==> src/rtl/lrf_pkg.sv <==
package lrf_pkg;
  localparam int ADDR_W = 8;
  localparam int DATA_W = 8;

  localparam logic [ADDR_W-1:0] A_ID      = 8'h01;
  localparam logic [ADDR_W-1:0] A_OOR_CNT = 8'h0F;
  localparam logic [ADDR_W-1:0] A_REF_CNT = 8'h10;
  localparam logic [ADDR_W-1:0] A_BAUD    = 8'h1E;
  localparam logic [ADDR_W-1:0] A_FORCE   = 8'h72;
  localparam logic [ADDR_W-1:0] A_MLOCK   = 8'h74;
  localparam logic [ADDR_W-1:0] A_ULOCK   = 8'h75;
  localparam logic [ADDR_W-1:0] A_CTRL    = 8'h78;
  localparam logic [ADDR_W-1:0] A_LAST    = 8'h7E;

  localparam logic [ADDR_W-1:0] HOLE1_LO = 8'h42;
  localparam logic [ADDR_W-1:0] HOLE1_HI = 8'h4F;
  localparam logic [ADDR_W-1:0] HOLE2_LO = 8'h56;
  localparam logic [ADDR_W-1:0] HOLE2_HI = 8'h6F;

  localparam logic [ADDR_W-1:0] USR1_LO = 8'h20;
  localparam logic [ADDR_W-1:0] USR1_HI = 8'h41;
  localparam logic [ADDR_W-1:0] USR2_LO = 8'h70;

  localparam logic [DATA_W-1:0] ID_VALUE   = 8'hA9;
  localparam logic [DATA_W-1:0] FILL_VALUE = 8'h55;

  typedef enum logic [2:0] {
    CLS_OOR,
    CLS_HOLE,
    CLS_RO,
    CLS_LOCK,
    CLS_CNT,
    CLS_USER,
    CLS_MASTER
  } acc_class_e;
endpackage

==> src/rtl/lrf_rst_sync.sv <==
module lrf_rst_sync (
  input  logic clk,
  input  logic rst_n,
  output logic rst_sync_n
);
  logic stage_q;
  logic out_q;

  always_ff @(posedge clk or negedge rst_n) begin
    if (!rst_n) begin
      stage_q <= 1'b0;
      out_q   <= 1'b0;
    end else begin
      stage_q <= 1'b1;
      out_q   <= stage_q;
    end
  end

  assign rst_sync_n = out_q;
endmodule

==> src/rtl/lrf_decode.sv <==
module lrf_decode
  import lrf_pkg::*;
(
  input  logic [ADDR_W-1:0] addr,
  output acc_class_e        cls
);
  always_comb begin
    if (addr > A_LAST)                                   cls = CLS_OOR;
    else if ((addr >= HOLE1_LO && addr <= HOLE1_HI) ||
             (addr >= HOLE2_LO && addr <= HOLE2_HI))     cls = CLS_HOLE;
    else if (addr == A_ID || addr == A_BAUD)             cls = CLS_RO;
    else if (addr == A_MLOCK || addr == A_ULOCK)         cls = CLS_LOCK;
    else if (addr == A_OOR_CNT || addr == A_REF_CNT)     cls = CLS_CNT;
    else if ((addr >= USR1_LO && addr <= USR1_HI) ||
             (addr >= USR2_LO))                          cls = CLS_USER;
    else                                                 cls = CLS_MASTER;
  end
endmodule

==> src/rtl/lrf_sat_cnt.sv <==
module lrf_sat_cnt #(
  parameter int W = 8
) (
  input  logic         clk,
  input  logic         rst_n,
  input  logic         inc,
  input  logic         clr,
  output logic [W-1:0] cnt
);
  localparam logic [W-1:0] MAX = {W{1'b1}};

  logic [W-1:0] cnt_q;
  logic [W-1:0] cnt_d;
  logic         cnt_en;

  always_comb begin
    cnt_en = clr | (inc & (cnt_q != MAX));
    cnt_d  = clr ? '0 : cnt_q + 1'b1;
  end

  always_ff @(posedge clk or negedge rst_n) begin
    if (!rst_n)      cnt_q <= '0;
    else if (cnt_en) cnt_q <= cnt_d;
  end

  assign cnt = cnt_q;

  AST_CNT_SATURATES: assert property (@(posedge clk) disable iff (!rst_n)
    (cnt_q == MAX) && !clr |=> cnt_q == MAX);
  AST_CNT_IDLE_HOLD: assert property (@(posedge clk) disable iff (!rst_n)
    !inc && !clr |=> cnt_q == $past(cnt_q));
endmodule

==> src/rtl/lockreg_file.sv <==
module lockreg_file
  import lrf_pkg::*;
#(
  parameter int               CNT_W       = 8,
  parameter logic [DATA_W-1:0] MASTER_CODE = 8'h9B,
  parameter logic [DATA_W-1:0] USER_CODE   = 8'h5C
) (
  input  logic              clk,
  input  logic              rst_n,
  input  logic              bus_wr,
  input  logic              bus_rd,
  input  logic [ADDR_W-1:0] bus_addr,
  input  logic [DATA_W-1:0] bus_wdata,
  output logic [DATA_W-1:0] bus_rdata,
  output logic              update_strobe,
  output logic              reenum_strobe,
  output logic              restart_req
);
  localparam int IDX_W  = ADDR_W - 1;
  localparam int NSLOTS = 1 << IDX_W;
  localparam logic [IDX_W-1:0] MLOCK_IDX = A_MLOCK[IDX_W-1:0];
  localparam logic [IDX_W-1:0] ULOCK_IDX = A_ULOCK[IDX_W-1:0];
  localparam logic [IDX_W-1:0] CTRL_IDX  = A_CTRL[IDX_W-1:0];
  localparam int REENUM_BIT  = 1;
  localparam int RESTART_BIT = 0;

  logic              rst_sync_n;
  acc_class_e        cls;
  logic [IDX_W-1:0]  idx;
  logic [DATA_W-1:0] mem_q [NSLOTS];
  logic [DATA_W-1:0] mem_d [NSLOTS];
  logic              mem_en;
  logic              master_open;
  logic              user_open;
  logic              wr_allow;
  logic              store_en;
  logic              refuse;
  logic              oor_hit;
  logic              clr_oor;
  logic              clr_ref;
  logic              upd_d;
  logic              upd_q;
  logic [CNT_W-1:0]  oor_cnt;
  logic [CNT_W-1:0]  ref_cnt;

  lrf_rst_sync u_rst_sync (
    .clk        (clk),
    .rst_n      (rst_n),
    .rst_sync_n (rst_sync_n)
  );

  lrf_decode u_decode (
    .addr (bus_addr),
    .cls  (cls)
  );

  assign idx = bus_addr[IDX_W-1:0];

  // access permission
  always_comb begin
    master_open = (mem_q[MLOCK_IDX] == MASTER_CODE);
    user_open   = (mem_q[ULOCK_IDX] == USER_CODE);
    unique case (cls)
      CLS_LOCK:   wr_allow = 1'b1;
      CLS_USER:   wr_allow = user_open | master_open;
      CLS_MASTER: wr_allow = master_open;
      CLS_CNT:    wr_allow = master_open;
      default:    wr_allow = 1'b0;
    endcase
    refuse   = bus_wr & ~wr_allow & (cls != CLS_HOLE) & (cls != CLS_OOR);
    oor_hit  = (bus_wr | bus_rd) & (cls == CLS_OOR);
    store_en = bus_wr & wr_allow & (cls != CLS_CNT) & (bus_addr != A_FORCE);
    clr_oor  = bus_wr & wr_allow & (bus_addr == A_OOR_CNT);
    clr_ref  = bus_wr & wr_allow & (bus_addr == A_REF_CNT);
    upd_d    = bus_wr & wr_allow & (bus_addr == A_FORCE) & bus_wdata[0];
  end

  // register storage next state: self-clearing bit first, new write wins
  always_comb begin
    mem_d = mem_q;
    mem_d[CTRL_IDX][REENUM_BIT] = 1'b0;
    if (store_en) mem_d[idx] = bus_wdata;
    mem_en = store_en | mem_q[CTRL_IDX][REENUM_BIT];
  end

  always_ff @(posedge clk or negedge rst_sync_n) begin
    if (!rst_sync_n) begin
      for (int i = 0; i < NSLOTS; i++) mem_q[i] <= '0;
    end else if (mem_en) begin
      mem_q <= mem_d;
    end
  end

  always_ff @(posedge clk or negedge rst_sync_n) begin
    if (!rst_sync_n) upd_q <= 1'b0;
    else             upd_q <= upd_d;
  end

  lrf_sat_cnt #(.W(CNT_W)) u_oor_cnt (
    .clk   (clk),
    .rst_n (rst_sync_n),
    .inc   (oor_hit),
    .clr   (clr_oor),
    .cnt   (oor_cnt)
  );

  lrf_sat_cnt #(.W(CNT_W)) u_ref_cnt (
    .clk   (clk),
    .rst_n (rst_sync_n),
    .inc   (refuse),
    .clr   (clr_ref),
    .cnt   (ref_cnt)
  );

  // read path
  always_comb begin
    if (cls == CLS_OOR)             bus_rdata = '0;
    else if (cls == CLS_HOLE)       bus_rdata = FILL_VALUE;
    else if (bus_addr == A_ID)      bus_rdata = ID_VALUE;
    else if (bus_addr == A_OOR_CNT) bus_rdata = DATA_W'(oor_cnt);
    else if (bus_addr == A_REF_CNT) bus_rdata = DATA_W'(ref_cnt);
    else if (bus_addr == A_FORCE)   bus_rdata = '0;
    else                            bus_rdata = mem_q[idx];
  end

  assign update_strobe = upd_q;
  assign reenum_strobe = mem_q[CTRL_IDX][REENUM_BIT];
  assign restart_req   = mem_q[CTRL_IDX][RESTART_BIT];

  AST_UPD_FROM_WRITE: assert property (@(posedge clk) disable iff (!rst_sync_n)
    update_strobe |-> $past(bus_wr && bus_addr == A_FORCE && bus_wdata[0]));
  AST_REENUM_SELF_CLEAR: assert property (@(posedge clk) disable iff (!rst_sync_n)
    reenum_strobe && !(store_en && bus_addr == A_CTRL) |=> !reenum_strobe);
  AST_HOLE_FILL: assert property (@(posedge clk) disable iff (!rst_sync_n)
    bus_rd && cls == CLS_HOLE |-> bus_rdata == FILL_VALUE);
  AST_ID_CONST: assert property (@(posedge clk) disable iff (!rst_sync_n)
    bus_rd && bus_addr == A_ID |-> bus_rdata == ID_VALUE);
endmodule

==> config.mk <==
export PLATFORM = sky130hd
export DESIGN_NAME = lockreg_file
export DESIGN_NICKNAME = d
export VERILOG_FILES = /design/src/rtl/lrf_pkg.sv /design/src/rtl/lrf_rst_sync.sv /design/src/rtl/lrf_decode.sv /design/src/rtl/lrf_sat_cnt.sv /design/src/rtl/lockreg_file.sv
export SDC_FILE = /design/constraint.sdc
export NUM_CORES = 2
export LEC_CHECK = 0
export BUFFER_PORTS_ARGS = -buffer_cell sky130_fd_sc_hd__clkbuf_2
export CAP_MARGIN = 20
export CORE_ASPECT_RATIO = 0.8
export CORE_UTILIZATION = 40
export DETAILED_ROUTE_END_ITERATION = 10
export GPL_TIMING_DRIVEN = 0
export SKIP_CTS_REPAIR_TIMING = 1
export SYNTH_ARGS = -nofsm -noshare
export SYNTH_HDL_FRONTEND = slang
export SYNTH_SLANG_ARGS = --single-unit
export TNS_END_PERCENT = 1
==> constraint.sdc <==
create_clock -name clk -period 46.9 [get_ports clk]
set_clock_uncertainty 0.15 [all_clocks]
set_input_delay 4.69 -clock clk [delete_from_list [all_inputs] [get_ports clk]]
set_output_delay 4.69 -clock clk [all_outputs]
set_load 0.02 [all_outputs]
==> impl_metrics.tcl <==
set metrics [dict create \
    status "finished, violations left" \
    die-area_um2 117800 \
    rsz0062_at_grt "false" \
    final_hold_viol_count 0 \
    gr-total-overflow 0 \
    syn-num-nets 3125 \
    ys_async_sr_fraction_pct 100.0 \
    cts_tree "done" \
    clkTransAtPathRegs_ns 0.06 \
    ioPinCount 31 \
    synth-seq-cells 1043 \
    vias_per_cell 5.747 \
    fin_crit_sh_pct 31.61 \
    antenna_found_initial 18 \
    drv_cap 0 \
    h-tree-depth 3 \
    grt_pass1_vias 28470 \
    grt_max_degree 69 \
    final_nets 3318 \
    drtIter0Drc 2581 \
    die_x_um 383.5 \
    port_buffers 18 \
    synth-main-ff-cell "dfrtp_1" \
    critPathLaunchType "input port" \
    nFillCells 10127 \
    placedCellCount 4708 \
    final_common_cell "dfrtp_1" \
    clock_path_buffers 3 \
    hp-class "flop to asynchronous set/reset pin" \
    peakVddDrop_uv 26.81 \
    syn_area_um2 46560 \
    initial_core_util_pct 40.49 \
    grt_usage_pct 25.89 \
    rows 111 \
    critPathArrivalTime_ns 9.98 \
    fin_util_pct 46.50 \
    insertion_delay_ns 0.73 \
    place_congestion 1.015 \
    hold_ws_ns 0.1739 \
    ant_nets 0 \
    syn_to_final_growth_pct 14.85 \
    grt_pass1_wl_mm 214.8 \
    fmax_mhz 67.46 \
    final_cell_mix "1042 x dfrtp_1, 626 x mux2_2, 495 x clkbuf_1" \
    post_drt_wl_per_cell_um 30.49 \
    power.density_nw_per_um2 36.15 \
    ys_seq_area_share_pct 56.05 \
    cts_root_buffer "clkbuf_16" \
    synth_cells 3103 \
    dp_hpwl_mm 107.3 \
    first_pass_iters 11 \
    yosysUniqueCellTypes 78 \
    drive_gt1_share_pct 39.85 \
    routed_wl_mm 149.8 \
    violations "DRC" \
    criticalPathCategory "input port to output port" \
    synth_edf_count 0 \
    drc 2 \
    dieHeight_um 307.2 \
    slew-limit-headroom_pct 16.77 \
    p_leak_uw 0.02408 \
    worstPathMaxFanout 10 \
    vias 28230 \
    setup_violations 0 \
    end_kind "output port" \
    worst_pin_slew_ns 1.248 \
    yosys_warnings 0 \
    core_um2 115000 \
    syn_area_per_cell_um2 15.01 \
    fin_crit_ns 14.82 \
    cp.required_ns 42.06 \
    slew_violations 0 \
    numCtsBuffers 104 \
    layout.cells.non_filler 4912 \
    cts.sinks 1043 \
    fin_tns_setup_ns 0 \
]
-- state kept, by name (all words and copies together) (netlist names) --
| signal | count |
|---|---|
| mem_q | 1022 |
| u_oor_cnt.cnt | 8 |
| u_ref_cnt.cnt | 8 |
| reenum_strobe | 1 |
| restart_req | 1 |
| u_rst_sync.rst_sync_n | 1 |
| u_rst_sync.stage_q | 1 |
| update_strobe | 1 |
-- path summary, 6_finish.rpt --
| check | start | endpoint | slack [ns] | cells past startpoint |
|---|---|---|---|---|
| setup / recovery | bus_addr[2] | bus_rdata[5] | 32.08 | 11 |
| hold / removal | u_rst_sync.rst_sync_n | mem_q[320] | 0.17 | 0 |
| setup reg to reg | mem_q[81] | mem_q[644] | 43.16 | 8 |
| hold reg to reg | u_rst_sync.rst_sync_n | mem_q[320] | 0.17 | 0 |
| max in group asynchronous | rst_n | u_rst_sync.rst_sync_n | 42.89 | 1 |
| min in group clk | u_rst_sync.stage_q | u_rst_sync.rst_sync_n | 0.20 | 0 |
-- worst max-delay path, cell delays in order --
cell	delay [ns]
clkbuf_2	0.13
buf_2	0.25
buf_1	0.79
nor2b_1	0.21
clkbuf_1	0.68
clkbuf_1	0.86
a22oi_1	0.24
a21oi_1	0.78
o32ai_1	0.16
o21ai_0	0.83
clkbuf_2	0.32
-- where the power goes --
| part | switching (µW) | internal, µW |
|---|---|---|
| clock network | 375 | 520 |
| registers | 8.87 | 905 |
| logic | 91.4 | 33.1 |
| total | 475 | 1460 |
-- per-stage QoR --
stage / setup slack, ns / area (µm²) / power [µW]
after floorplan: 15.52 / 46560 / 993.1
after global placement: 2.695 / 48560 / 1045
after detailed placement: 32.24 / 49720 / 1053
after CTS: 32.23 / 53400 / 1949
after global routing: 32.00 / 53470 / 1992
final: 32.08 / 53480 / 1933
-- area by class of cell --
cell class	count	area (µm²)	area share, %
buffer	582	2356	4.406
tap	1525	1908	3.568
sequential	1043	26100	48.81
clock inverter	44	639.4	1.196
antenna	4	10.01	0.01872
timing repair buffer	87	1305	2.440
inverter	6	22.52	0.04212
multi-input combinational	1472	18090	33.83
clock buffer	149	3043	5.690
-- kinds of logic (layout without fill, tap and decap cells) --
group | count (synthesis) | count (layout) | share of synthesized area (%)
AOI/OAI and AO/OA | 273 | 273 | 6.261
xor gates and xnor gates | 7 | 7 | 0.1317
adders and majority gates | 2 | 2 | 0.05373
buffers and inverters | 588 | 868 | 5.098
DFF | 1043 | 1043 | 56.05
muxes | 972 | 972 | 29.78
other | 1 | 5 | 0.008054
and+or+nand+nor | 217 | 217 | 2.609
-- synth_stat cells (9+ instances only) --
cell       instances  area (µm²)
dfrtp_1         1043       26100
mux2_2           626        7049
clkbuf_1         478        1794
mux4_2           255        5743
nand2_1           71       266.5
a22oi_1           55       412.9
buf_2             55       275.3
mux2i_1           55       550.5
a21oi_1           48       240.2
a2111oi_4         41        1129
mux2_4            32       480.5
a211oi_2          31       387.9
buf_1             30       112.6
nor2_1            27       101.4
o21ai_0           21       105.1
nand3_1           14       70.07
buf_4             13       97.59
a211oi_1          12       90.09
nand2b_1          12       75.07
nor3_1            12       60.06
nor2b_1           11       68.82
a221oi_1          10       87.58
nor4_1            10       62.56
nor3_2             9       90.09
o31ai_1            9       67.56
-- routing by layer --
layer / track usage (%) / wire length [µm] / vias up / share of wire, %
met5: 0 / 97 / - / 0.065
met2: 35.33 / 61640 / 1106 / 41
li1: - / - / 11525 / -
met4: 9.395 / 6019 / 18 / 4.0
met3: 8.963 / 15050 / 285 / 10
met1: 37.82 / 66950 / 15296 / 45
Power figures use the tool's default switching activity.
